**src/rtl/dab_pkg.sv**
```systemverilog
package dab_pkg;

    localparam int DAB_DW = 8;

    typedef enum logic [1:0] {
        TGT_CMD = 2'b00,
        TGT_CNT = 2'b01,
        TGT_IO  = 2'b10,
        TGT_IDX = 2'b11
    } ctl_tgt_e;

    typedef struct packed {
        logic psc_load;
        logic latch_load;
        logic cnt_load;
        logic err_clr;
        logic stat_clr;
        logic cnt_rst;
    } cmd_pulse_t;

    typedef struct packed {
        logic              cs_n;
        logic              rd_n;
        logic              wr_n;
        logic              cd;
        logic              sel_y;
        logic [DAB_DW-1:0] din;
    } bus_smp_t;

    localparam bus_smp_t BUS_IDLE = '{cs_n: 1'b1, rd_n: 1'b1, wr_n: 1'b1,
                                      cd: 1'b0, sel_y: 1'b0, din: '0};

endpackage

```
**src/rtl/dab_strobe_sync.sv**
```systemverilog
module dab_strobe_sync
    import dab_pkg::*;
#(
    parameter int STAGES = 2
) (
    input  logic              clk,
    input  logic              rst_n,
    input  bus_smp_t          bus_i,
    output logic              wr_evt_o,
    output logic              rd_evt_o,
    output logic              cd_o,
    output logic              sel_y_o,
    output logic [DAB_DW-1:0] din_o
);

    // One extra stage holds the last sample taken while a strobe was low.
    localparam int DEPTH = STAGES + 1;

    bus_smp_t pipe_d [DEPTH];
    bus_smp_t pipe_q [DEPTH];

    always_comb begin
        pipe_d[0] = bus_i;
        for (int i = 1; i < DEPTH; i++) begin
            pipe_d[i] = pipe_q[i-1];
        end
    end

    always_ff @(posedge clk or negedge rst_n) begin
        if (!rst_n) begin
            for (int i = 0; i < DEPTH; i++) begin
                pipe_q[i] <= BUS_IDLE;
            end
        end else begin
            for (int i = 0; i < DEPTH; i++) begin
                pipe_q[i] <= pipe_d[i];
            end
        end
    end

    // Rising strobe: newer stage high, held stage low with chip-select low.
    assign wr_evt_o = pipe_q[DEPTH-2].wr_n && !pipe_q[DEPTH-1].wr_n
                      && !pipe_q[DEPTH-1].cs_n;
    assign rd_evt_o = pipe_q[DEPTH-2].rd_n && !pipe_q[DEPTH-1].rd_n
                      && !pipe_q[DEPTH-1].cs_n;
    assign cd_o     = pipe_q[DEPTH-1].cd;
    assign sel_y_o  = pipe_q[DEPTH-1].sel_y;
    assign din_o    = pipe_q[DEPTH-1].din;

endmodule

```
**src/rtl/dab_axis_regs.sv**
```systemverilog
module dab_axis_regs
    import dab_pkg::*;
#(
    parameter int BYTES      = 3,
    parameter int CNT_MODE_W = 5,
    parameter int IO_MODE_W  = 5,
    parameter int IDX_MODE_W = 3,
    localparam int PTR_W     = (BYTES > 1) ? $clog2(BYTES) : 1,
    localparam int PW        = BYTES * DAB_DW
) (
    input  logic                  clk,
    input  logic                  rst_n,
    input  logic                  data_wr_i,
    input  logic                  ctrl_wr_i,
    input  logic                  data_rd_i,
    input  logic [DAB_DW-1:0]     din_i,
    output logic [PW-1:0]         preset_o,
    output logic [PTR_W-1:0]      ptr_o,
    output logic [CNT_MODE_W-1:0] cnt_mode_o,
    output logic [IO_MODE_W-1:0]  io_mode_o,
    output logic [IDX_MODE_W-1:0] idx_mode_o,
    output cmd_pulse_t            cmd_o
);

    typedef struct packed {
        logic [PW-1:0]         preset;
        logic [PTR_W-1:0]      ptr;
        logic [CNT_MODE_W-1:0] cnt_mode;
        logic [IO_MODE_W-1:0]  io_mode;
        logic [IDX_MODE_W-1:0] idx_mode;
        cmd_pulse_t            cmd;
    } axis_st_t;

    axis_st_t st_d;
    axis_st_t st_q;
    ctl_tgt_e tgt;

    assign tgt = ctl_tgt_e'(din_i[6:5]);

    always_comb begin
        st_d     = st_q;
        st_d.cmd = '0;

        if (data_wr_i) begin
            for (int b = 0; b < BYTES; b++) begin
                if (st_q.ptr == PTR_W'(b)) begin
                    st_d.preset[b*DAB_DW +: DAB_DW] = din_i;
                end
            end
        end

        if (data_wr_i || data_rd_i) begin
            st_d.ptr = (st_q.ptr == PTR_W'(BYTES - 1)) ? '0 : st_q.ptr + 1'b1;
        end

        if (ctrl_wr_i) begin
            unique case (tgt)
                TGT_CMD: begin
                    if (din_i[0]) begin
                        st_d.ptr = '0;
                    end
                    unique case (din_i[2:1])
                        2'b01:   st_d.cmd.cnt_rst  = 1'b1;
                        2'b10:   st_d.cmd.stat_clr = 1'b1;
                        2'b11:   st_d.cmd.err_clr  = 1'b1;
                        default: ;
                    endcase
                    unique case (din_i[4:3])
                        2'b01:   st_d.cmd.cnt_load   = 1'b1;
                        2'b10:   st_d.cmd.latch_load = 1'b1;
                        2'b11:   st_d.cmd.psc_load   = 1'b1;
                        default: ;
                    endcase
                end
                TGT_CNT: st_d.cnt_mode = din_i[CNT_MODE_W-1:0];
                TGT_IO:  st_d.io_mode  = din_i[IO_MODE_W-1:0];
                TGT_IDX: st_d.idx_mode = din_i[IDX_MODE_W-1:0];
                default: ;
            endcase
        end
    end

    always_ff @(posedge clk or negedge rst_n) begin
        if (!rst_n) begin
            st_q <= '0;
        end else begin
            st_q <= st_d;
        end
    end

    assign preset_o   = st_q.preset;
    assign ptr_o      = st_q.ptr;
    assign cnt_mode_o = st_q.cnt_mode;
    assign io_mode_o  = st_q.io_mode;
    assign idx_mode_o = st_q.idx_mode;
    assign cmd_o      = st_q.cmd;

endmodule

```
**src/rtl/dab_read_mux.sv**
```systemverilog
module dab_read_mux
    import dab_pkg::*;
#(
    parameter int BYTES  = 3,
    parameter int FLAG_W = 7,
    localparam int PTR_W = (BYTES > 1) ? $clog2(BYTES) : 1,
    localparam int PW    = BYTES * DAB_DW
) (
    input  logic              cs_n,
    input  logic              rd_n,
    input  logic              cd,
    input  logic              sel_y,
    input  logic [PW-1:0]     x_latch_i,
    input  logic [PW-1:0]     y_latch_i,
    input  logic [FLAG_W-1:0] x_flags_i,
    input  logic [FLAG_W-1:0] y_flags_i,
    input  logic [PTR_W-1:0]  x_ptr_i,
    input  logic [PTR_W-1:0]  y_ptr_i,
    output logic [DAB_DW-1:0] dout_o,
    output logic              oe_o
);

    logic [PW-1:0]     latch_sel;
    logic [PTR_W-1:0]  ptr_sel;
    logic [FLAG_W-1:0] flag_sel;
    logic [DAB_DW-1:0] byte_sel;

    always_comb begin
        oe_o      = !cs_n && !rd_n;
        latch_sel = sel_y ? y_latch_i : x_latch_i;
        ptr_sel   = sel_y ? y_ptr_i   : x_ptr_i;
        flag_sel  = sel_y ? y_flags_i : x_flags_i;
        byte_sel  = '0;
        for (int b = 0; b < BYTES; b++) begin
            if (ptr_sel == PTR_W'(b)) begin
                byte_sel = latch_sel[b*DAB_DW +: DAB_DW];
            end
        end
        dout_o = '0;
        if (oe_o) begin
            dout_o = cd ? DAB_DW'(flag_sel) : byte_sel;
        end
    end

endmodule

```
**src/rtl/dual_axis_busregs.sv**
```systemverilog
module dual_axis_busregs
    import dab_pkg::*;
#(
    parameter int BYTES       = 3,
    parameter int SYNC_STAGES = 2,
    parameter int FLAG_W      = 7,
    parameter int CNT_MODE_W  = 5,
    parameter int IO_MODE_W   = 5,
    parameter int IDX_MODE_W  = 3,
    localparam int PW         = BYTES * DAB_DW,
    localparam int PTR_W      = (BYTES > 1) ? $clog2(BYTES) : 1
) (
    input  logic                  clk,
    input  logic                  rst_n,
    input  logic                  bus_cs_n,
    input  logic                  bus_rd_n,
    input  logic                  bus_wr_n,
    input  logic                  bus_cd,
    input  logic                  bus_sel_y,
    input  logic [DAB_DW-1:0]     bus_din,
    output logic [DAB_DW-1:0]     bus_dout,
    output logic                  bus_oe,
    input  logic [PW-1:0]         x_latch_i,
    input  logic [PW-1:0]         y_latch_i,
    input  logic [FLAG_W-1:0]     x_flags_i,
    input  logic [FLAG_W-1:0]     y_flags_i,
    output logic [PW-1:0]         x_preset_o,
    output logic [PW-1:0]         y_preset_o,
    output logic [CNT_MODE_W-1:0] x_cnt_mode_o,
    output logic [CNT_MODE_W-1:0] y_cnt_mode_o,
    output logic [IO_MODE_W-1:0]  x_io_mode_o,
    output logic [IO_MODE_W-1:0]  y_io_mode_o,
    output logic [IDX_MODE_W-1:0] x_idx_mode_o,
    output logic [IDX_MODE_W-1:0] y_idx_mode_o,
    output logic [1:0]            cnt_reset_o,
    output logic [1:0]            stat_clear_o,
    output logic [1:0]            err_clear_o,
    output logic [1:0]            cnt_load_o,
    output logic [1:0]            latch_load_o,
    output logic [1:0]            psc_load_o
);

    localparam int AXES = 2;

    bus_smp_t          bus_raw;
    logic              wr_evt;
    logic              rd_evt;
    logic              smp_cd;
    logic              smp_sel_y;
    logic [DAB_DW-1:0] smp_din;

    logic [AXES-1:0]       sel_match;
    logic [AXES-1:0]       data_wr;
    logic [AXES-1:0]       ctrl_wr;
    logic [AXES-1:0]       data_rd;
    logic [PW-1:0]         preset_w [AXES];
    logic [PTR_W-1:0]      ptr_w    [AXES];
    logic [CNT_MODE_W-1:0] cnt_w    [AXES];
    logic [IO_MODE_W-1:0]  io_w     [AXES];
    logic [IDX_MODE_W-1:0] idx_w    [AXES];
    cmd_pulse_t            cmd_w    [AXES];
    logic [6*AXES-1:0]     pulse_all;

    assign bus_raw = '{cs_n: bus_cs_n, rd_n: bus_rd_n, wr_n: bus_wr_n,
                       cd: bus_cd, sel_y: bus_sel_y, din: bus_din};

    dab_strobe_sync #(.STAGES(SYNC_STAGES)) u_sync (
        .clk      (clk),
        .rst_n    (rst_n),
        .bus_i    (bus_raw),
        .wr_evt_o (wr_evt),
        .rd_evt_o (rd_evt),
        .cd_o     (smp_cd),
        .sel_y_o  (smp_sel_y),
        .din_o    (smp_din)
    );

    for (genvar a = 0; a < AXES; a++) begin : g_axis
        assign sel_match[a] = (smp_sel_y == 1'(a));
        assign data_wr[a]   = wr_evt && !smp_cd && sel_match[a];
        // Bit 7 of a control byte broadcasts to every axis.
        assign ctrl_wr[a]   = wr_evt && smp_cd && (sel_match[a] || smp_din[7]);
        assign data_rd[a]   = rd_evt && !smp_cd && sel_match[a];

        dab_axis_regs #(
            .BYTES      (BYTES),
            .CNT_MODE_W (CNT_MODE_W),
            .IO_MODE_W  (IO_MODE_W),
            .IDX_MODE_W (IDX_MODE_W)
        ) u_axis (
            .clk        (clk),
            .rst_n      (rst_n),
            .data_wr_i  (data_wr[a]),
            .ctrl_wr_i  (ctrl_wr[a]),
            .data_rd_i  (data_rd[a]),
            .din_i      (smp_din),
            .preset_o   (preset_w[a]),
            .ptr_o      (ptr_w[a]),
            .cnt_mode_o (cnt_w[a]),
            .io_mode_o  (io_w[a]),
            .idx_mode_o (idx_w[a]),
            .cmd_o      (cmd_w[a])
        );
    end

    dab_read_mux #(.BYTES(BYTES), .FLAG_W(FLAG_W)) u_rmux (
        .cs_n      (bus_cs_n),
        .rd_n      (bus_rd_n),
        .cd        (bus_cd),
        .sel_y     (bus_sel_y),
        .x_latch_i (x_latch_i),
        .y_latch_i (y_latch_i),
        .x_flags_i (x_flags_i),
        .y_flags_i (y_flags_i),
        .x_ptr_i   (ptr_w[0]),
        .y_ptr_i   (ptr_w[1]),
        .dout_o    (bus_dout),
        .oe_o      (bus_oe)
    );

    assign x_preset_o   = preset_w[0];
    assign y_preset_o   = preset_w[1];
    assign x_cnt_mode_o = cnt_w[0];
    assign y_cnt_mode_o = cnt_w[1];
    assign x_io_mode_o  = io_w[0];
    assign y_io_mode_o  = io_w[1];
    assign x_idx_mode_o = idx_w[0];
    assign y_idx_mode_o = idx_w[1];

    assign cnt_reset_o  = {cmd_w[1].cnt_rst,    cmd_w[0].cnt_rst};
    assign stat_clear_o = {cmd_w[1].stat_clr,   cmd_w[0].stat_clr};
    assign err_clear_o  = {cmd_w[1].err_clr,    cmd_w[0].err_clr};
    assign cnt_load_o   = {cmd_w[1].cnt_load,   cmd_w[0].cnt_load};
    assign latch_load_o = {cmd_w[1].latch_load, cmd_w[0].latch_load};
    assign psc_load_o   = {cmd_w[1].psc_load,   cmd_w[0].psc_load};

    assign pulse_all = {psc_load_o, latch_load_o, cnt_load_o,
                        err_clear_o, stat_clear_o, cnt_reset_o};

endmodule

```
**config.mk**
```make
export PLATFORM = sky130hd
export DESIGN_NAME = dual_axis_busregs
export DESIGN_NICKNAME = d
export VERILOG_FILES = /design/src/rtl/dab_pkg.sv /design/src/rtl/dab_strobe_sync.sv /design/src/rtl/dab_axis_regs.sv /design/src/rtl/dab_read_mux.sv /design/src/rtl/dual_axis_busregs.sv
export SDC_FILE = /design/constraint.sdc
export NUM_CORES = 1
export LEC_CHECK = 0
export BUFFER_PORTS_ARGS = -buffer_cell sky130_fd_sc_hd__buf_2
export CAP_MARGIN = 30
export CORE_AREA = 4 4 105 107
export CTS_BUF_LIST = sky130_fd_sc_hd__clkbuf_4 sky130_fd_sc_hd__clkbuf_8
export DETAILED_ROUTE_END_ITERATION = 10
export DIE_AREA = 0 0 109 111
export HOLD_SLACK_MARGIN = 0.05
export PLACE_DENSITY_LB_ADDON = 0.12
export SETUP_SLACK_MARGIN = 0.02
export SLEW_MARGIN = 10
export SYNTH_ARGS = -nofsm -noshare
export SYNTH_HDL_FRONTEND = slang
export SYNTH_SLANG_ARGS = --single-unit
```
**constraint.sdc**
```tcl
create_clock -name clk -period 2.3 [get_ports clk]
set_input_delay 0.23 -clock clk [delete_from_list [all_inputs] [get_ports clk]]
set_output_delay 0.23 -clock clk [all_outputs]
set_load 0.01 [all_outputs]
```
==> parameters.txt <==
Parameter                              Value

Global routing
  Overall Global Routing Usage ... 20.9%
  Pin count of the biggest net entering global routing ... 130
  Vias in the first global route ... 3,803
  Antenna violations before repair ... 0
  Wire length of the first global-routing pass ... 19,400 microns
  Overflow after GRT ... 0

Worst setup path
  Critical Setup Path Class ... reg2out
  Critical-path maximum fanout ... 8
  Setup crit end kind ... output pin
  End of the worst register-to-register path ... g_axis[0].u_axis.preset_o[12]
  CP Launch Type ... flop
  Reg-to-Reg Start ... u_sync.pipe_d[10]
  Arr. time, crit path ... 1900 ps
  Required time of the critical path ... 2070 ps
  Worst setup path startpoint ... g_axis[0].u_axis.ptr_o[0]
  Register-to-register setup slack ... 360 ps
  CP Capture Point ... bus_dout[5]
  Reg2Reg Depth ... 4

Clock tree
  Clock latency at the later pin of the worst-skew pair ... 410 ps
  TritonCTS clock tree ... done
  H-tree levels ... 4
  Root buffer selected by CTS ... sky130_fd_sc_hd__clkbuf_8
  Clk buf depth ... 2
  Worst-path clk slew ... 70 ps
  Number of buffers inserted during clock tree synthesis ... 17
  Sinks on the clock net ... 129
  Buffers inserted during post-CTS setup optimization ... 0

Power
  Power per unit of standard cell area ... 932 mW/mm^2
  Static Leakage ... 3.44 nW
  Peak VDD IR ... 523 uV
  Post-layout total power ... 0.00622 W

Layout
  Area added between synthesis and finish ... 30.8%
  Area taken by flip-flops and latches ... 0.00324 sq mm
  Number of fillers in the final layout ... 777
  Final non-filler cell total ... 696
  Antenna cell count ... 0
  Final nets ... 626
  Area of combinational cells with multiple inputs ... 0.00176 sq mm
  Share of final-layout standard cells stronger than drive strength 1 ... 54.1%
  Share of the core filled with cells ... 65.8%
  Final instance area ... 0.00667 sq mm

Drt
  Average via count per standard cell ... 5.14
  Routed WL per cell ... 17.5 microns
  Routed via count ... 3,579
  Sum of routed wire length over all layers ... 12,200 microns
  Number of antenna-violating nets in the routed design ... 0
  Detailed Route Iter0 Violations ... 138
  Pre-Repair DR Iteration Count ... 4
  Post-detailed-route DRC marker count ... 0

Placement
  Number of placed instances with taps included ... 653
  Detail Placement HPWL ... 8570 microns
  Final weighted congestion of routability-driven global placement ... 0.773
  Input/output buffers ... 171
  Area post-placement ... 0.00614 sq mm

Min path
  Tightest Hold Check Type ... in2reg

Synth
  Share of synthesized area occupied by flip-flops and latches ... 63.5%
  Synth area leaders ... sky130_fd_sc_hd__dfrtp_1 59%, sky130_fd_sc_hd__mux2_2 16%, sky130_fd_sc_hd__dfstp_2 4.6%
  Syn Inst Count ... 355
  Yosys Warn Count ... 0
  Synth area leader ... sky130_fd_sc_hd__dfrtp_1
  Avg Cell Area, Syn ... 14.4 sq um
  Synthesized Nets ... 432
  Netlist Area Pre-Place ... 0.00510 sq mm
  Top-area cell type share of the netlist area ... 58.9%
  Post-synthesis sequential element count ... 129
  Unique cell type count in the Yosys netlist ... 32

Job
  Max capacitance violation total ... 0

Floorplan
  Width of the die ... 109 microns
  Cell Rows ... 37
  Top-Level Pins ... 172
  Vert. Die Dim ... 111 microns
  Overall die area ... 0.0121 sq mm
  Core outline area ... 0.0101 sq mm
  Initial core utilization ... 50.3%

Timing
  Slew of the pin with the lowest slew margin ... 679 ps
  Final setup TNS ... 0 ps
  Number of failing setup endpoints in the final timing report ... 0
  RSZ-0062 raised after global routing ... no
  Final period util ... 92.8%
  Clock tree skew after final layout ... 12.0 ps
  Min Tclk post-route ... 2130 ps
  Rel. slew slack ... 54.8%
  Total count of hold-check failures in the final report ... 0
  Max-slew violations ... 0
  FMAX ... 468 MHz

Status
  Status ... complete, no violations
==> critical path, cell delays in order (launching register included) <==
cell and delay (ps):
sky130_fd_sc_hd__dfrtp_2 480, sky130_fd_sc_hd__mux2_2 300, sky130_fd_sc_hd__nor4_2 140, sky130_fd_sc_hd__buf_4 200, sky130_fd_sc_hd__o211ai_1 90, sky130_fd_sc_hd__o221ai_1 100, sky130_fd_sc_hd__buf_2 170
==> synth_stat cells (all sizes together) <==
cell,instances
nand4,3
nor3,3
nand3,1
mux2,83
dfstp,9
nor4,1
o221ai,7
dfrtp,120
or3b,3
mux2i,17
nand3b,3
o211ai,10
nand2b,3
and4bb,1
nand2,20
o32a,6
nor2,19
a22oi,4
clkbuf,13
nor3b,4
nor2b,5
a21oi,2
inv,7
buf,6
o21ai,3
or3,2
==> logic make-up after synthesis <==
family / synth area share, %
buf+inv: 1.96
simple gates: 7.85
compound gates: 5.00
flops: 63.5
mux: 21.7
==> cell type report <==
type	instances	share of cell area, %
multi-input cells	200	26.4
flip-flops and latches	129	48.6
clock inverters	13	2.46
clock buffers	17	3.51
well taps	136	2.55
inverters	7	0.394
repair buffers	194	16.1
==> metal layers <==
metal / global-route usage [%] / vias to the layer above / wire length (microns) / part of all wire [%]
met3: 5.88 / 13 / 787 / 6.5
li1: - / 1658 / - / -
met2: 34.0 / 132 / 6010 / 49
met4: 5.64 / 0 / 176 / 1.4
met1: 27.3 / 1776 / 5230 / 43
met5: 0 / - / 0 / 0
==> registers in the layout (all words and copies together) (netlist names), 4 cells and up <==
register	count
g_axis.u_axis.cmd_o	12
g_axis.u_axis.cnt_mode_o	10
g_axis.u_axis.idx_mode_o	6
g_axis.u_axis.io_mode_o	10
g_axis.u_axis.preset_o	48
g_axis.u_axis.ptr_o	4
u_sync.din_o	8
u_sync.pipe_d	26
==> power by group <==
| group | internal [W] | switching, W | leakage, nW | total (W) |
|---|---|---|---|---|
| Combinational | 0.000700 | 0.000661 | 1.60 | 0.00136 |
| Sequential | 0.00266 | 0.000267 | 1.63 | 0.00293 |
| Clock | 0.00106 | 0.000867 | 0.198 | 0.00193 |
==> how the worst min path moves through the flow <==
stage / slack, ps / end / from / cells after the start
2_1_floorplan: -70 / g_axis[0].u_axis.cmd_o[0] / rst_n / 0
3_3_place_gp: 330 / u_sync.din_o[4] / u_sync.pipe_d[4] / 0
3_5_place_dp: 330 / u_sync.din_o[6] / u_sync.pipe_d[6] / 0
4_1_cts: 250 / u_sync.pipe_d[21] / bus_sel_y / 2
5_1_grt: 260 / u_sync.pipe_d[21] / bus_sel_y / 2
6_report: 260 / u_sync.pipe_d[21] / bus_sel_y / 2
==> cell usage in the layout, fill, tap and decap left out, drive strengths merged <==
cell | netlist | final
buf | 6 | 181
dfrtp | 120 | 120
mux2 | 83 | 83
nand2 | 20 | 20
nor2 | 19 | 19
mux2i | 17 | 17
clkbuf | 13 | 17
dlygate4sd3 | 0 | 13
o211ai | 10 | 10
dfstp | 9 | 9
inv | 7 | 9
o221ai | 7 | 7
o32a | 6 | 6
clkinv | 0 | 6
nor2b | 5 | 5
a22oi | 4 | 4
nor3b | 4 | 4
nand3b | 3 | 3
nand2b | 3 | 3
or3b | 3 | 3
nand4 | 3 | 3
bufinv | 0 | 3
nor3 | 3 | 3
o21ai | 3 | 3
a21oi | 2 | 2
or3 | 2 | 2
clkinvlp | 0 | 2
nor4 | 1 | 1
and4bb | 1 | 1
nand3 | 1 | 1
==> stage by stage <==
| step | hold slack (ps) | worst slack, ps |
|---|---|---|
| after global placement | 331 | 415 |
| final | 265 | 165 |
| after detailed placement | 335 | 344 |
| after global routing | 257 | 47.8 |
| after floorplan | -65.6 | 505 |
| after CTS | 246 | 51.8 |
==> repair_timing <==
action | 4_1_cts | 5_1_grt
endpoints found under the hold margin | 132 | 0
resized for setup | 0 | 1
hold buffers | 13 | 0
endpoints found under the setup margin | 0 | 5
Power figures use the tool's default switching activity.
